[config.mk]
export PLATFORM = sky130hd
export DESIGN_NAME = mrx_rx
export DESIGN_NICKNAME = d
export VERILOG_FILES = /design/src/rtl/mrx_pkg.sv /design/src/rtl/mrx_line.sv /design/src/rtl/mrx_cell.sv /design/src/rtl/mrx_rx.sv
export SDC_FILE = /design/constraint.sdc
export NUM_CORES = 1
export LEC_CHECK = 0
export ABC_AREA = 1
export BUFFER_PORTS_ARGS = -buffer_cell sky130_fd_sc_hd__buf_4
export CAP_MARGIN = 20
export CELL_PAD_IN_SITES_DETAIL_PLACEMENT = 0
export CELL_PAD_IN_SITES_GLOBAL_PLACEMENT = 1
export CORE_ASPECT_RATIO = 0.75
export CORE_MARGIN = 1.5
export CORE_UTILIZATION = 49
export CTS_CLUSTER_SIZE = 10
export DETAILED_ROUTE_END_ITERATION = 8
export HOLD_SLACK_MARGIN = 0.05
export PLACE_DENSITY_LB_ADDON = 0.1
export SLEW_MARGIN = 30
export SYNTH_ARGS = -nofsm -noshare
export SYNTH_HDL_FRONTEND = slang
export SYNTH_SLANG_ARGS = --single-unit
[constraint.sdc]
create_clock -name clk -period 4.85 [get_ports clk]
set_input_delay 0 -clock clk [delete_from_list [all_inputs] [get_ports clk]]
set_output_delay 0 -clock clk [all_outputs]
set_load 0.02 [all_outputs]
[src/rtl/mrx_pkg.sv]
package mrx_pkg;

    typedef enum logic [2:0] {
        S_IDLE,
        S_RECV,
        S_ENDW,
        S_PAUSE,
        S_STB,
        S_WAITP
    } rx_state_e;

    // Nanoseconds to clock cycles, rounded to nearest.
    function automatic int ns2cyc(input longint hz, input longint ns);
        return int'((hz * ns + 64'd500_000_000) / 64'd1_000_000_000);
    endfunction

endpackage

[src/rtl/mrx_line.sv]
// Line conditioner: input register, falling-edge detect, high-run counter.
module mrx_line #(
    parameter int CW = 9
) (
    input  logic          clk,
    input  logic          rst_n,
    input  logic          din,
    output logic          lvl,
    output logic          fall,
    output logic [CW-1:0] hi_run
);

    typedef struct packed {
        logic          s;
        logic          p;
        logic [CW-1:0] hi;
    } line_t;

    line_t q, d;

    always_comb begin
        d   = q;
        d.s = din;
        d.p = q.s;
        if (!q.s)
            d.hi = '0;
        else if (q.hi != '1)
            d.hi = q.hi + 1'b1;
    end

    always_ff @(posedge clk or negedge rst_n) begin
        if (!rst_n)
            q <= '{s: 1'b1, p: 1'b1, hi: '0};
        else
            q <= d;
    end

    assign lvl    = q.s;
    assign fall   = q.p & ~q.s;
    assign hi_run = q.hi;

endmodule

[src/rtl/mrx_cell.sv]
// Bit cell timer: samples at one and three quarters of each cell.
module mrx_cell #(
    parameter int BIT_C = 48
) (
    input  logic clk,
    input  logic rst_n,
    input  logic go,
    input  logic lvl,
    output logic tick,
    output logic val,
    output logic bad
);

    localparam int CNW = $clog2(BIT_C);
    localparam int Q1  = BIT_C / 4;
    localparam int Q3  = (3 * BIT_C) / 4;

    typedef struct packed {
        logic [CNW-1:0] cnt;
        logic           h1;
    } cell_t;

    cell_t q, d;

    always_comb begin
        d = q;
        if (go || q.cnt == CNW'(BIT_C - 1))
            d.cnt = '0;
        else
            d.cnt = q.cnt + 1'b1;
        if (q.cnt == CNW'(Q1))
            d.h1 = lvl;
    end

    always_ff @(posedge clk or negedge rst_n) begin
        if (!rst_n)
            q <= '{cnt: '0, h1: 1'b1};
        else
            q <= d;
    end

    assign tick = (q.cnt == CNW'(Q3));
    assign val  = q.h1;
    assign bad  = (q.h1 == lvl);

endmodule

[src/rtl/mrx_rx.sv]
module mrx_rx #(
    parameter longint CLK_HZ = 8_000_000,
    parameter int     DBITS  = 11
) (
    input  logic             clk,
    input  logic             rst_n,
    input  logic             rx_line,
    output logic [DBITS-1:0] rx_data,
    output logic             rx_strobe,
    output logic             rx_error,
    output logic             rx_sync
);
    import mrx_pkg::*;

    localparam int BIT_C   = ns2cyc(CLK_HZ, 6000);
    localparam int INACT_C = ns2cyc(CLK_HZ, 7000);
    localparam int PS_C    = ns2cyc(CLK_HZ, 6000);
    localparam int PA_C    = ns2cyc(CLK_HZ, 18000);
    localparam int DS_C    = ns2cyc(CLK_HZ, 9750);
    localparam int DA_C    = ns2cyc(CLK_HZ, 21250);
    localparam int SW_C    = ns2cyc(CLK_HZ, 500);
    localparam int NB      = DBITS + 3;
    localparam int CW      = $clog2(DA_C + PA_C + INACT_C + BIT_C + SW_C + 4);
    localparam int IW      = $clog2(NB + 1);

    typedef struct packed {
        rx_state_e        st;
        logic [CW-1:0]    tc;
        logic [IW-1:0]    idx;
        logic [DBITS-1:0] sh;
        logic             par;
        logic [DBITS-1:0] dat;
        logic             stb;
        logic             err;
        logic             syn;
    } rx_t;

    rx_t q, d;

    logic          lvl, fall, tick, val, bad, go, fail;
    logic [CW-1:0] hi_run;
    logic [CW-1:0] pth, dly;

    mrx_line #(.CW(CW)) u_line (
        .clk    (clk),
        .rst_n  (rst_n),
        .din    (rx_line),
        .lvl    (lvl),
        .fall   (fall),
        .hi_run (hi_run)
    );

    mrx_cell #(.BIT_C(BIT_C)) u_cell (
        .clk   (clk),
        .rst_n (rst_n),
        .go    (go),
        .lvl   (lvl),
        .tick  (tick),
        .val   (val),
        .bad   (bad)
    );

    assign pth = q.syn ? CW'(PS_C) : CW'(PA_C);
    assign dly = q.syn ? CW'(DS_C - 2) : CW'(DA_C - 2);

    always_comb begin
        d     = q;
        d.err = 1'b0;
        go    = 1'b0;
        fail  = 1'b0;
        unique case (q.st)
            S_IDLE: begin
                if (fall) begin
                    d.st  = S_RECV;
                    d.idx = '0;
                    d.par = 1'b0;
                    go    = 1'b1;
                end
            end
            S_RECV: begin
                if (hi_run > CW'(INACT_C)) begin
                    fail = 1'b1;            // no activity inside a frame
                end else if (tick) begin
                    d.idx = q.idx + 1'b1;
                    if (bad) begin
                        fail = 1'b1;        // Manchester violation
                    end else if (q.idx == '0) begin
                        if (val) fail = 1'b1;
                    end else if (q.idx <= IW'(DBITS)) begin
                        d.sh  = {q.sh[DBITS-2:0], val};
                        d.par = q.par ^ val;
                    end else if (q.idx == IW'(DBITS + 1)) begin
                        if (q.par ^ val) fail = 1'b1;   // even parity
                    end else if (!val) begin
                        fail = 1'b1;        // end bit must be 1
                    end else begin
                        d.st = S_ENDW;
                        d.tc = '0;
                    end
                end
            end
            S_ENDW: begin
                if (lvl) begin
                    d.st = S_PAUSE;
                    d.tc = '0;
                end else if (q.tc > CW'(BIT_C / 2)) begin
                    fail = 1'b1;
                end else begin
                    d.tc = q.tc + 1'b1;
                end
            end
            S_PAUSE: begin
                if (!lvl && q.tc < pth) begin
                    fail = 1'b1;            // pause too short
                end else if (q.tc == dly) begin
                    d.st  = S_STB;
                    d.tc  = '0;
                    d.stb = 1'b1;
                    d.dat = q.sh;
                    d.syn = 1'b1;
                end else begin
                    d.tc = q.tc + 1'b1;
                end
            end
            S_STB: begin
                if (q.tc == CW'(SW_C - 1)) begin
                    d.st  = S_IDLE;
                    d.stb = 1'b0;
                end else begin
                    d.tc = q.tc + 1'b1;
                end
            end
            S_WAITP: begin
                if (hi_run >= CW'(PA_C))
                    d.st = S_IDLE;
            end
            default: d.st = S_IDLE;
        endcase
        if (fail) begin
            d.st  = S_WAITP;
            d.err = 1'b1;
            d.syn = 1'b0;
            d.stb = 1'b0;
        end
    end

    always_ff @(posedge clk or negedge rst_n) begin
        if (!rst_n)
            q <= '{st: S_IDLE, tc: '0, idx: '0, sh: '0, par: 1'b0,
                   dat: '0, stb: 1'b0, err: 1'b0, syn: 1'b0};
        else
            q <= d;
    end

    assign rx_data   = q.dat;
    assign rx_strobe = q.stb;
    assign rx_error  = q.err;
    assign rx_sync   = q.syn;

endmodule

==> out/summary.txt <==
Syn Area/Cell: 7.861 µm²
Fillers: 633
Initial core utilization: 0.5196
Num CTS Buffers: 9
Net Sw Frac: 0.3399
DR WL/cell: 12.27 µm
Worst hold-check path type: input pin to asynchronous set/reset pin
Final period util: 0.4967
Clock skew: 0.01712 ns
Initial drt markers: 187
Final hold vios: 0
Nets: 454
Vias: 2619
Ratio of cells with drive above 1 in the final layout: 0.1596
Total Die Area: 7377 µm²
First-pass GRT wire length: 11.15 mm
# rows: 25
Failing checks: design-rule violations
Post-cts resize count: 0
Skew-Pair Late Insertion Delay: 0.34 ns
P_sw: 0.4107 mW
Drt first pass iters: 7
Synthesized netlist net count: 442
RSZ-0062 raised after global routing: false
Dpl hpwl: 4.570 mm
CTS H-tree lvls: 3
PortBufs: 16
Register area share after synthesis: 0.4474
Hold_ws: 0.2766 ns
Area added between synthesis and finish: 8.851%
Commonest non-fill, non-tap cells in the layout: 106 x nand2_1, 57 x dfrtp_1, 56 x inv_1
Total Routing Usage GR: 0.1943
Critical path class: flop to flop
CTS Hold Bufs: 2
Worst Setup End Kind: flop
Max Buffers Root-to-Sink: 2
LEAKAGE: 1.816 nW
Logic gate share of total power: 0.194
Vias in the first global route: 2364
Share of the synthesized area in the top cell type: 0.4239
Dominant cells by area after synthesis: dfrtp_1 42%, nand2_1 12%, inv_1 6.2%, nand3_1 5.1%, o21ai_0 4.2%
Largest net degree at the start of global routing: 61
R2R depth: 7
Yosys reg bits: 60
Worst reg2reg endpoint: rx_data[10]$_DFFE_PN0P_
Clk root buf: clkbuf_8
Core box area: 6475 µm²
Cell taking the most area after synthesis: dfrtp_1
Max VDD drop: 0.1661 mV
Pwr Density: 330.0 nW/µm²
Max frequency: 415.1 MHz
Max Transition Viols Final: 0
Status: complete, but fails checks
Worst r2r src: rx_sync$_DFFE_PN0P_
Ports: 17
Ys async rst share: 1.000
Post-synth EDFFs: 0
Worst EP required: 5.08 ns
Main synth FF type: dfrtp_1
Max-cap violations: 0
Post-route ant nets: 0
Die H: 74.76 µm
Max FO, Critical Path: 22
Post-Route WL: 6.454 mm
Slew margin rel.: 0.4558
Clock transition at the registers of the reported paths: 0.08 ns
# diodes: 0
Number of post-CTS setup repair buffers: 0
Routability Congestion: 0.8528
Die width: 98.68 µm
Distinct cell type count after synthesis: 38
Int Pwr: 0.7978 mW
Worst setup SP type: flop
Final TNS setup: 0 ns
Cells after Synth: 428
Clock Sinks: 60
Most common cell after layout, fill and taps aside: nand2_1
Final min period: 2.409 ns
Worst Max-Slew Pin Slew: 0.8141 ns
Syn. warnings: 0
GRT overflow: 0
Seq pwr share: 0.475
Final Power: 1.209 mW
CTS tree: built
Antenna violations before repair: 0
Post-synthesis cell area: 3364 µm²
R2R Setup Slk: 2.44 ns
Worst EP arrival: 2.64 ns
Setup violations, final: 0
Residual DRC: 3
Clock network power share: 0.331
Vias per Instance: 4.979
[cell type report]
cell class	count	area [µm²]	share of cell area
clock buffer	9	123.9	0.03382
clock inverter	7	51.30	0.01401
inverter	68	257.7	0.07038
multi-input combinational	283	1483	0.4049
sequential	60	1505	0.4110
tap	81	101.3	0.02767
timing repair buffer	18	140.1	0.03826
[worst max-delay path: stages (launching register included)]
cell and delay (ns):
dfrtp_1 0.43, inv_1 0.13, ha_1 0.32, inv_1 0.08
nand4_1 0.10, nor2_1 0.13, nand4_1 0.60, mux2_2 0.51
[cell usage after synthesis, drive strengths merged (3+ instances only)]
master,instances
nand2,111
inv,66
dfrtp,57
o21ai,47
nand3,39
nor2,33
a21oi,16
buf,14
ha,11
nor3,7
nand4,4
xor2,4
clkbuf,3
dfstp,3
[power by group through the flow]
| stage | clock, mW | combinational, mW | sequential [mW] |
|---|---|---|---|
| after floorplan | 0 | 0.197 | 0.572 |
| after global placement | 0 | 0.231 | 0.582 |
| after detailed placement | 0 | 0.234 | 0.582 |
| after CTS | 0.415 | 0.236 | 0.574 |
| after global routing | 0.435 | 0.275 | 0.579 |
| final | 0.400 | 0.234 | 0.574 |
[registers in the layout, indices dropped and copies added (netlist names)]
signal / cells
rx_data: 11
rx_error: 1
u_cell.q: 6
u_line.hi_run: 9
u_cell.val: 1
q: 28
u_line.lvl: 1
rx_sync: 1
u_line.q: 1
rx_strobe: 1
[how the worst max path moves through the flow]
stage / cells past startpoint / start / slack, ns / endpoint
finish: 7 / rx_sync$_DFFE_PN0P_ / 2.44 / rx_data[10]$_DFFE_PN0P_
global route: 7 / rx_sync$_DFFE_PN0P_ / 2.22 / rx_data[10]$_DFFE_PN0P_
CTS: 7 / rx_sync$_DFFE_PN0P_ / 2.42 / rx_data[10]$_DFFE_PN0P_
detailed placement: 7 / rx_sync$_DFFE_PN0P_ / 2.44 / rx_data[10]$_DFFE_PN0P_
global placement: 7 / rx_sync$_DFFE_PN0P_ / 2.47 / rx_data[10]$_DFFE_PN0P_
floorplan: 13 / rx_sync$_DFFE_PN0P_ / 2.92 / q[34]$_DFFE_PN0P_
[cell families (layout without fill, tap and decap cells)]
family | after synthesis | in the layout | synth area share
AND/OR/NAND/NOR | 200 | 200 | 0.2730
AO/OA/AOI/OAI | 66 | 66 | 0.1105
multiplexers | 1 | 1 | 0.003347
flip-flops | 60 | 60 | 0.4474
adder cells (fa/ha/maj) | 11 | 11 | 0.04091
XOR/XNOR | 5 | 5 | 0.01302
buffers and inverters | 85 | 102 | 0.1119
[routing by layer]
layer  GRT usage  up-vias  part of all wire
li1            -     1385                 -
met1      0.2955     1188              0.56
met2      0.2747       39              0.40
met3     0.04735        7             0.041
met4     0.05714        0            0.0082
met5           0        -                 0
[per-stage QoR]
stage | util | instance area (µm²) | instances | setup WS [ns]
finish | 0.5656 | 3662 | 526 | 2.441
global route | 0.5656 | 3662 | 526 | 2.218
CTS | 0.5656 | 3662 | 526 | 2.415
detailed placement | 0.5355 | 3467 | 508 | 2.437
global placement | 0.5355 | 3467 | 508 | 2.472
floorplan | - | 3364 | 428 | 2.922
Note: power is estimated with default switching activity, not from simulation.
